**src/rtl/dpwm_pkg.sv**
```systemverilog
package dpwm_pkg;

  // Prescaler terminal count for a speed code: a tick every 1, 4 or 8 clocks
  function automatic logic [2:0] pre_limit(input logic [1:0] spd);
    case (spd)
      2'b00:   return 3'd0;
      2'b01:   return 3'd3;
      default: return 3'd7;
    endcase
  endfunction

  // Output level selection, highest priority first:
  // over-current stop, software force, disable stop, modulation
  function automatic logic gate_pick(input logic ocp, input logic ocp_lvl,
                                     input logic byp, input logic byp_lvl,
                                     input logic en, input logic dis_lvl,
                                     input logic pwm);
    if (ocp) return ocp_lvl;
    if (byp) return byp_lvl;
    if (!en) return dis_lvl;
    return pwm;
  endfunction

endpackage

```
**src/rtl/dpwm_timebase.sv**
```systemverilog
module dpwm_timebase #(
  parameter int DW       = 9,
  parameter int SYNC_LOW = 3
) (
  input  logic          clk,
  input  logic          rst_n,
  input  logic [1:0]    spd_i,
  input  logic          sync_i,
  output logic [DW-1:0] cnt_o,
  output logic          fs_o,
  output logic          sync_acc_o
);
  localparam int SLW = $clog2(SYNC_LOW + 1);
  localparam logic [DW-1:0] CNT_LAST = '1;

  logic [2:0]     pre_q;
  logic [SLW-1:0] low_q;
  logic [DW-1:0]  cnt_q;
  logic           tick;

  assign tick       = (pre_q >= dpwm_pkg::pre_limit(spd_i));
  // edge qualified by a saturated count of low ticks just before it
  assign sync_acc_o = sync_i && (low_q == SLW'(SYNC_LOW));
  assign fs_o       = sync_acc_o || (tick && (cnt_q == CNT_LAST));
  assign cnt_o      = cnt_q;

  always_ff @(posedge clk) begin
    if (!rst_n) begin
      pre_q <= '0;
      low_q <= '0;
      cnt_q <= '0;
    end else begin
      if (sync_i)
        low_q <= '0;
      else if (tick && (low_q != SLW'(SYNC_LOW)))
        low_q <= low_q + 1'b1;

      if (sync_acc_o) begin
        pre_q <= '0;
        cnt_q <= '0;
      end else if (tick) begin
        pre_q <= '0;
        cnt_q <= cnt_q + 1'b1;
      end else begin
        pre_q <= pre_q + 1'b1;
      end
    end
  end

endmodule

```
**src/rtl/dpwm_dither.sv**
```systemverilog
module dpwm_dither #(
  parameter int              FW   = 6,
  parameter int              LFW  = 16,
  parameter logic [LFW-1:0]  POLY = 'hB400,
  parameter logic [LFW-1:0]  SEED = 'hACE1
) (
  input  logic          clk,
  input  logic          rst_n,
  input  logic          adv_i,
  input  logic [FW-1:0] frac_i,
  output logic          bump_o
);
  logic [LFW-1:0] lfsr_q;
  logic           bump_q;

  function automatic logic [LFW-1:0] lfsr_step(input logic [LFW-1:0] v);
    return v[0] ? ((v >> 1) ^ POLY) : (v >> 1);
  endfunction

  // one extra tick whenever the random field falls below the fraction
  function automatic logic want_bump(input logic [FW-1:0] rnd, input logic [FW-1:0] frac);
    return rnd < frac;
  endfunction

  always_ff @(posedge clk) begin
    if (!rst_n) begin
      lfsr_q <= SEED;
      bump_q <= 1'b0;
    end else if (adv_i) begin
      lfsr_q <= lfsr_step(lfsr_q);
      bump_q <= want_bump(lfsr_q[FW-1:0], frac_i);
    end
  end

  assign bump_o = bump_q;

endmodule

```
**src/rtl/dpwm_phase.sv**
```systemverilog
module dpwm_phase #(
  parameter int DW = 9
) (
  input  logic [DW-1:0] cnt_i,
  input  logic [DW-1:0] start_i,
  input  logic          mode_i,
  input  logic [DW:0]   width_i,
  output logic          on_o
);
  logic [DW-1:0] start_eff;
  logic [DW-1:0] pos;

  // position relative to the pulse start, wrapping modulo the cycle
  function automatic logic in_window(input logic [DW-1:0] p, input logic [DW:0] w);
    return {1'b0, p} < w;
  endfunction

  assign start_eff = mode_i ? start_i : '0;
  assign pos       = cnt_i - start_eff;
  assign on_o      = in_window(pos, width_i);

endmodule

```
**src/rtl/dpwm_gate_ctl.sv**
```systemverilog
module dpwm_gate_ctl #(
  parameter int NPH = 6
) (
  input  logic           clk,
  input  logic           rst_n,
  input  logic           fs_i,
  input  logic           term_i,
  input  logic           ocp_i,
  input  logic           enabled_i,
  input  logic [NPH-1:0] raw_i,
  input  logic [NPH-1:0] stop_dis_i,
  input  logic [NPH-1:0] stop_ocp_i,
  input  logic [NPH-1:0] byp_en_i,
  input  logic [NPH-1:0] byp_val_i,
  output logic [NPH-1:0] gate_o
);
  logic           term_q;
  logic           cut;
  logic [NPH-1:0] pwm_v;
  logic [NPH-1:0] gate_d;
  logic [NPH-1:0] gate_q;

  // blanking holds for the rest of the cycle once requested
  assign cut = term_i || term_q;

  always_ff @(posedge clk) begin
    if (!rst_n)
      term_q <= 1'b0;
    else if (fs_i)
      term_q <= 1'b0;
    else if (term_i)
      term_q <= 1'b1;
  end

  for (genvar k = 0; k < NPH; k++) begin : g_sel
    assign pwm_v[k]  = raw_i[k] && !cut;
    assign gate_d[k] = dpwm_pkg::gate_pick(ocp_i, stop_ocp_i[k], byp_en_i[k], byp_val_i[k],
                                           enabled_i, stop_dis_i[k], pwm_v[k]);
  end

  always_ff @(posedge clk) begin
    if (!rst_n) gate_q <= '0;
    else        gate_q <= gate_d;
  end

  assign gate_o = gate_q;

endmodule

```
**src/rtl/dpwm_multiphase.sv**
```systemverilog
module dpwm_multiphase #(
  parameter int NPH = 6,
  parameter int DW  = 9,
  parameter int FW  = 6
) (
  input  logic              clk,
  input  logic              rst_n,
  input  logic [1:0]        spd_i,
  input  logic              sync_i,
  input  logic              en_i,
  input  logic              en_pol_i,
  input  logic              duty_src_i,
  input  logic [DW-1:0]     filt_duty_i,
  input  logic [DW-1:0]     cpu_duty_i,
  input  logic [FW-1:0]     dith_frac_i,
  input  logic [NPH-1:0]    ph_mode_i,
  input  logic [NPH*DW-1:0] ph_ofs_i,
  input  logic              term_i,
  input  logic              ocp_i,
  input  logic [NPH-1:0]    stop_dis_i,
  input  logic [NPH-1:0]    stop_ocp_i,
  input  logic [NPH-1:0]    byp_en_i,
  input  logic [NPH-1:0]    byp_val_i,
  output logic [NPH-1:0]    gate_o
);
  // named internal events, observed by the bound checker
  logic [DW-1:0]  cnt_q;
  logic           fs_evt;
  logic           sync_acc;
  logic [DW-1:0]  duty_q;
  logic           bump;
  logic [DW:0]    width_eff;
  logic           enabled;
  logic [NPH-1:0] raw_on;

  dpwm_timebase #(.DW(DW), .SYNC_LOW(3)) u_tb (
    .clk        (clk),
    .rst_n      (rst_n),
    .spd_i      (spd_i),
    .sync_i     (sync_i),
    .cnt_o      (cnt_q),
    .fs_o       (fs_evt),
    .sync_acc_o (sync_acc)
  );

  dpwm_dither #(.FW(FW)) u_dith (
    .clk    (clk),
    .rst_n  (rst_n),
    .adv_i  (fs_evt),
    .frac_i (dith_frac_i),
    .bump_o (bump)
  );

  // duty captured once per cycle so no runt pulse can appear
  always_ff @(posedge clk) begin
    if (!rst_n)
      duty_q <= '0;
    else if (fs_evt)
      duty_q <= duty_src_i ? cpu_duty_i : filt_duty_i;
  end

  assign width_eff = {1'b0, duty_q} + (DW+1)'(bump);
  assign enabled   = (en_i == en_pol_i);

  for (genvar k = 0; k < NPH; k++) begin : g_ph
    dpwm_phase #(.DW(DW)) u_ph (
      .cnt_i   (cnt_q),
      .start_i (ph_ofs_i[k*DW +: DW]),
      .mode_i  (ph_mode_i[k]),
      .width_i (width_eff),
      .on_o    (raw_on[k])
    );
  end

  dpwm_gate_ctl #(.NPH(NPH)) u_gc (
    .clk        (clk),
    .rst_n      (rst_n),
    .fs_i       (fs_evt),
    .term_i     (term_i),
    .ocp_i      (ocp_i),
    .enabled_i  (enabled),
    .raw_i      (raw_on),
    .stop_dis_i (stop_dis_i),
    .stop_ocp_i (stop_ocp_i),
    .byp_en_i   (byp_en_i),
    .byp_val_i  (byp_val_i),
    .gate_o     (gate_o)
  );

endmodule

```
**config.mk**
```make
export PLATFORM = sky130hd
export DESIGN_NAME = dpwm_multiphase
export DESIGN_NICKNAME = d
export VERILOG_FILES = /design/src/rtl/dpwm_pkg.sv /design/src/rtl/dpwm_timebase.sv /design/src/rtl/dpwm_dither.sv /design/src/rtl/dpwm_phase.sv /design/src/rtl/dpwm_gate_ctl.sv /design/src/rtl/dpwm_multiphase.sv
export SDC_FILE = /design/constraint.sdc
export NUM_CORES = 1
export LEC_CHECK = 0
export BUFFER_PORTS_ARGS = -buffer_cell sky130_fd_sc_hd__buf_4
export CAP_MARGIN = 20
export CORE_MARGIN = 3
export CORE_UTILIZATION = 29
export DETAILED_ROUTE_END_ITERATION = 12
export SYNTH_ARGS = -nofsm -noshare
export SYNTH_HDL_FRONTEND = slang
export SYNTH_HIERARCHICAL = 1
export SYNTH_SLANG_ARGS = --single-unit
```
**constraint.sdc**
```tcl
create_clock -name clk -period 4.2 [get_ports clk]
set_clock_uncertainty 0.05 [all_clocks]
set_input_delay 0.21 -clock clk [delete_from_list [all_inputs] [get_ports clk]]
set_output_delay 0.21 -clock clk [all_outputs]
set_load 0.005 [all_outputs]
```
==> results.ini, run 1 <==
[timing]
holdWs_ps=90.6
max_slew_margin=0.385
tns_ps=0
slew_violations=0
fmax_mhz=303
worst_pin_slew_ps=916
fin_crit_ps=3300
hold_violations=0
fin_crit_sh=0.786
rsz0062_at_grt=false
setup_viol=0

[clock_network]
clk_pin_slew_ps=80
cts-root-buf=clkbuf_16
cts_tree=built
hold_buffers=0
clock_latency_ps=300
post_cts_buffers=0
clockBufferDepth=2
clock-sinks=47
cts_resized=0
h-tree-depth=2
numCtsBuffers=5

[worst_setup_path]
path_class=register to register
end_kind=register
startpoint_type=register
arrival_ps=3430
crit_required_ps=4330
crit_fanout=15

[synthesis]
ys_seq_area_frac=0.144
synth_edf_count=0
synth_area_um2=6550
ys_seq_elements=47
synth_nets=1083
synth_top_area_frac=0.244
synthCells=831
synth_warnings=6
synthTopCellsByArea=ha_1 (24%), dfxtp_1 (14%), a21oi_1 (5.7%)
synth_ff_type=dfxtp_1
async_flop_share=0
yosysUniqueCellTypes=59
syn_area_per_cell_um2=7.89
yosys.area.top_type=ha_1

[grt]
grt_usage=0.152
grt_start_max_net_pins=30
grt_pass1_wl_mm=29.6
first_global_vias=5935
grt-ovfl-total=0
antenna_found_initial=0

[detailed_routing]
ant_nets=0
vias_per_cell=4.97
drc=0
vias=6141
drt_iter0_drc=363
first_pass_iters=5
drt_wl_total_mm=18.9
wire_per_inst_um=15.3

[die]
dieWidth_um=156
core_um2=22000
ioPinCount=124
num_rows=54
die_h_um=156
dieArea_um2=24400
start_util=0.297

[power_and_ir_drop]
power_frac_clock=0.275
internal-power_mw=1.03
total_leakage_power_nw=3.52
switchingPower_uw=596
ir_drop_mv=0.144
power_frac_comb=0.428
switching_share=0.365
p_per_area_nw_per_um2=205
seqPwrFrac=0.297

[final_layout]
drive_above_1_share=0.185
nets=1207
fillers=2340
diodes=0
syn_to_final_growth_pct=21.6

[min_path]
hold_class=input pin to register

[status]
status=completed

[placed_design]
gp_congestion=0.870
dp_hpwl_mm=15.1
port_buffers=123

[run]
maxCapViolations=0

## worst paths after layout
kind                                     from              to  slack [ps]  depth (start not counted)
worst max register to register  u_tb/cnt_o[1]  u_gc/gate_o[5]         900                         12
worst min-delay path            stop_ocp_i[0]  u_gc/gate_o[0]          90                          3
worst max-delay path            u_tb/cnt_o[1]  u_gc/gate_o[5]         900                         12
worst min register to register  u_tb/pre_q[0]   u_tb/pre_q[0]         420                          1
## registers in the layout, indices dropped and copies added, names as in the netlist
register / count
u_dith/bump_o: 1
u_dith/lfsr_q: 16
u_gc/term_q: 1
u_tb/cnt_o: 9
u_tb/pre_q: 3
duty_q: 9
u_gc/gate_o: 6
u_tb/low_q: 2
## synth_stat cells (3+ instances only)
master,instances
a211oi_1,19
a21boi_0,3
a21o_1,11
a21oi_1,75
a221oi_1,3
a221oi_4,4
a311oi_1,6
and2_1,8
buf_2,4
buf_4,4
clkbuf_1,5
dfxtp_1,47
fa_1,6
ha_1,128
inv_1,95
mux2i_1,25
nand2_1,90
nand2_2,3
nand2b_1,15
nand3_1,20
nand3b_1,4
nand4b_1,5
nor2_1,36
nor2b_1,21
nor2b_2,4
nor2b_4,5
nor3_1,10
nor3b_1,6
o211ai_1,7
o21a_1,6
o21ai_0,36
o21ai_1,10
o311ai_1,4
o31ai_1,10
o31ai_2,4
or3_1,5
or3b_1,4
or4_1,8
xnor2_1,33
xor2_1,15
## final cells by class
cell class / instances / area (µm²) / area share
clock inverters: 3 / 31.3 / 0.00392
inverters: 96 / 360 / 0.0452
repair buffers: 134 / 1010 / 0.126
multi-input cells: 671 / 5160 / 0.647
flip-flops and latches: 47 / 941 / 0.118
clock buffers: 5 / 125 / 0.0157
well taps: 280 / 350 / 0.0440
## cell families (layout without fill, tap and decap cells)
kind of cell             count (synthesis)  count (layout)  synth area share
AND/OR/NAND/NOR                        254             254             0.205
AO/OA/AOI/OAI                          210             210             0.216
adder cells (fa/ha/maj)                134             134             0.263
buffers and inverters                  113             238            0.0705
XOR/XNOR                                48              48            0.0642
flip-flops                              47              47             0.144
multiplexers                            25              25            0.0382
## placed cells by master, fill, tap and decap left out, types with 11 or more instances in the layout
cell type,Yosys,layout
buf_4,4,134
ha_1,128,128
inv_1,95,95
nand2_1,90,90
a21oi_1,75,75
dfxtp_1,47,47
nor2_1,36,36
o21ai_0,36,36
xnor2_1,33,33
mux2i_1,25,25
nor2b_1,21,21
nand3_1,20,20
a211oi_1,19,19
xor2_1,15,15
nand2b_1,15,15
a21o_1,11,11
## routing by layer
metal	GRT usage	part of all wire	vias up
met4	0.0363	0.021	0
li1	-	-	3170
met2	0.254	0.46	140
met1	0.205	0.47	2809
met3	0.0263	0.048	22
met5	0	0	-
## through the flow
| stage | utilization | cell area, µm² | setup WS [ps] | power [mW] | std cells |
|---|---|---|---|---|---|
| final | 0.362 | 7970 | 901 | 1.63 | 1236 |
| after global routing | 0.362 | 7970 | 546 | 1.77 | 1236 |
| after global placement | 0.355 | 7810 | 1010 | 1.18 | 1228 |
| after CTS | 0.362 | 7970 | 900 | 1.65 | 1236 |
| after floorplan | - | 6550 | 1400 | 0.973 | 831 |
| after detailed placement | 0.355 | 7810 | 914 | 1.19 | 1228 |
## power by group through the flow
stage	combinational [mW]	clock, mW	sequential, mW
3_3_place_gp	0.683	0	0.496
4_1_cts	0.702	0.462	0.485
3_5_place_dp	0.699	0	0.495
2_1_floorplan	0.488	0	0.485
5_1_grt	0.802	0.479	0.487
6_report	0.698	0.448	0.484
## critical path: stages (launching register included)
cell and delay (ps):
dfxtp_1 770, inv_1 150, fa_1 520, nor2b_4 160
a221oi_4 90, o31ai_2 270, xnor2_1 110, ha_1 300
nand4b_1 100, a21oi_1 140, a21oi_1 110, a311oi_1 310
o31ai_1 110
(Power assumes the default switching activity.)
==> run 2, diff against run 1 <==
Settings changed: ABC_AREA set to 1.
Clock period 4.2 ns to 3.3 ns, I/O delays scaled along.
==> run 2 against run 1 <==
Clock power grew 15%. Non-clock buffer count up 5. Final cell count increased by 32%. Synthesized area grew 7.8%. Wire length up 1.6%. Sequential share of layout area down 0.78 points. Cell area rose by 7.2%. Global-route usage shrank 0.45 points. Sequential cell count is the same. Sequential power is 27% higher. First-iteration DRC count down 33%. Critical path depth grew 9. Critical endpoint unchanged. Largest power group unchanged.
==> results.ini, run 2 <==
[status]
status=completed

[die]
dieArea_um2=26300
core_um2=23700
num_rows=56
dieWidth_um=162
ioPinCount=124
die_h_um=162
start_util=0.298

[power_and_ir_drop]
p_total_mw=2.38
p_per_area_nw_per_um2=278
ir_drop_mv=0.183
total_leakage_power_nw=4.87

[clock_network]
post_cts_buffers=0
clockBufferDepth=2
h-tree-depth=2
clock_latency_ps=290
hold_buffers=0
cts-root-buf=clkbuf_16
numCtsBuffers=5
clock-sinks=47
cts_tree=built
clk_pin_slew_ps=70
cts_resized=0

[synthesis]
synthTopCellsByArea=ha_1 (23%), nand2_1 (22%), inv_1 (13%)
synth_top_area_frac=0.227
synth_nets=1435
synth_edf_count=0
synth_ff_type=dfxtp_1
synth_area_um2=7070
ys_top_cells_by_count=nand2_1 (417), inv_1 (253), ha_1 (128)
synth_warnings=6
syn_area_per_cell_um2=5.97
async_flop_share=0
ys_seq_elements=47
synth_most_common_cell=nand2_1
synthCells=1183
yosys.area.top_type=ha_1
yosysUniqueCellTypes=26
ys_seq_area_frac=0.133

[grt]
grt_usage=0.148
antenna_found_initial=0
grt_start_max_net_pins=23
first_global_vias=6916
grt-ovfl-total=0
grt_pass1_wl_mm=31.8

[detailed_routing]
drt_iter0_drc=242
vias_per_cell=4.29
first_pass_iters=5
ant_nets=0
wl_met2_mm=9.67
drc=0
wire_per_inst_um=11.7
route.top_layer_used=met4
wl_met1_mm=8.81
vias=7019
wl_met3_um=541
drt_wl_total_mm=19.2

[timing]
slew_violations=0
hold_violations=0
fin_crit_sh=0.906
max_slew_margin=0.565
holdWs_ps=88.6
fin_crit_ps=2990
worst_pin_slew_ps=648
setup_viol=0
fmax_mhz=335
rsz0062_at_grt=false
tns_ps=0

[worst_setup_path]
path_class=register to register
crit_chain=inv_1 -> ha_1 -> fa_1 -> inv_1 -> nand3_1 -> nand2_2 -> nand2_1 -> nand3_1 -> nand2_1 -> ha_1 -> nand2_1 -> a21oi_1 -> nor2_1 -> nand2_1 -> nor2_1 -> nand2_1 -> clkinv_1 -> nand2_1 -> nand2_1 -> nand2_1 -> a21oi_2
startpoint_type=register
cp_common_cell=nand2_1
cpMaxStageDelayCell=dfxtp_2
crit_required_ps=3470
end_kind=register
crit_fanout=10
arrival_ps=3160
critPathMaxStageDelay_ps=450

[final_layout]
drive_above_1_share=0.141
diodes=0
largest_register_ffs=16
nets=1567
top_register=u_dith/lfsr_q
final_cells=1635
final_common_cell=nand2_1
final_cell_mix=nand2_1 (417), inv_1 (253), buf_4 (137)
syn_to_final_growth_pct=20.9

[placed_design]
gp_congestion=0.827
port_buffers=123
dp_hpwl_mm=15.6
dp_cells=1627

[run]
maxCapViolations=0

[min_path]
hold_class=input pin to register

run 2: changes by cell type after synthesis, moves of 21 or more:
cell	before	now
nand2_1	90	417
inv_1	95	253
nor2_1	36	97
nand3_1	20	62
mux2i_1	25	0
xnor2_1	33	8
nor2b_1	21	0
run 2: path summary, 6_finish.rpt:
path                 start             end  slack (ps)  depth (start not counted)
max          u_tb/cnt_o[0]  u_gc/gate_o[5]         310                         21
max reg2reg  u_tb/cnt_o[0]  u_gc/gate_o[5]         310                         21
min            byp_en_i[4]  u_gc/gate_o[4]          90                          4
min reg2reg  u_tb/pre_q[0]   u_tb/pre_q[0]         400                          1
run 2: critical path, delay by kind of cell, from the launching register on:
kind                       cells  cell delay [ps]
and+or+nand+nor               13             1090
adders and majority gates      3              900
DFF                            1              450
buffers and inverters          3              260
AOI/OAI and AO/OA              2              170
run 2: area by class of cell:
| class | count | area [µm²] |
|---|---|---|
| fillers | 2654 | 15100 |
| multi-input cells | 860 | 5000 |
| repair buffers | 139 | 1070 |
| inverters | 262 | 983 |
| flip-flops and latches | 47 | 942 |
| well taps | 319 | 399 |
| clock buffers | 5 | 125 |
| clock inverters | 3 | 23.8 |
run 2: where the power goes:
part           total (mW)  internal [mW]  switching [mW]
Clock               0.514          0.284           0.230
Sequential          0.617          0.594          0.0226
Combinational        1.25          0.537           0.709
run 2: kinds of logic after synthesis:
logic type,after synthesis,synth area share
xor gates and xnor gates,30,0.0436
AOI/OAI and AO/OA,97,0.0738
DFF,47,0.133
adders and majority gates,134,0.244
buffers and inverters,276,0.159
and+or+nand+nor,599,0.347
run 2: routing by layer:
layer | track usage | vias to the layer above
met5 | 0 | -
met4 | 0.0213 | 0
met3 | 0.0140 | 17
met2 | 0.282 | 108
met1 | 0.183 | 3068
li1 | - | 3826
run 2: per-stage QoR:
step	util	worst slack, ps	instance area, µm²
floorplan	-	685	7070
global placement	0.354	273	8390
detailed placement	0.354	184	8390
CTS	0.361	154	8540
global route	0.361	49.7	8540
finish	0.361	311	8540
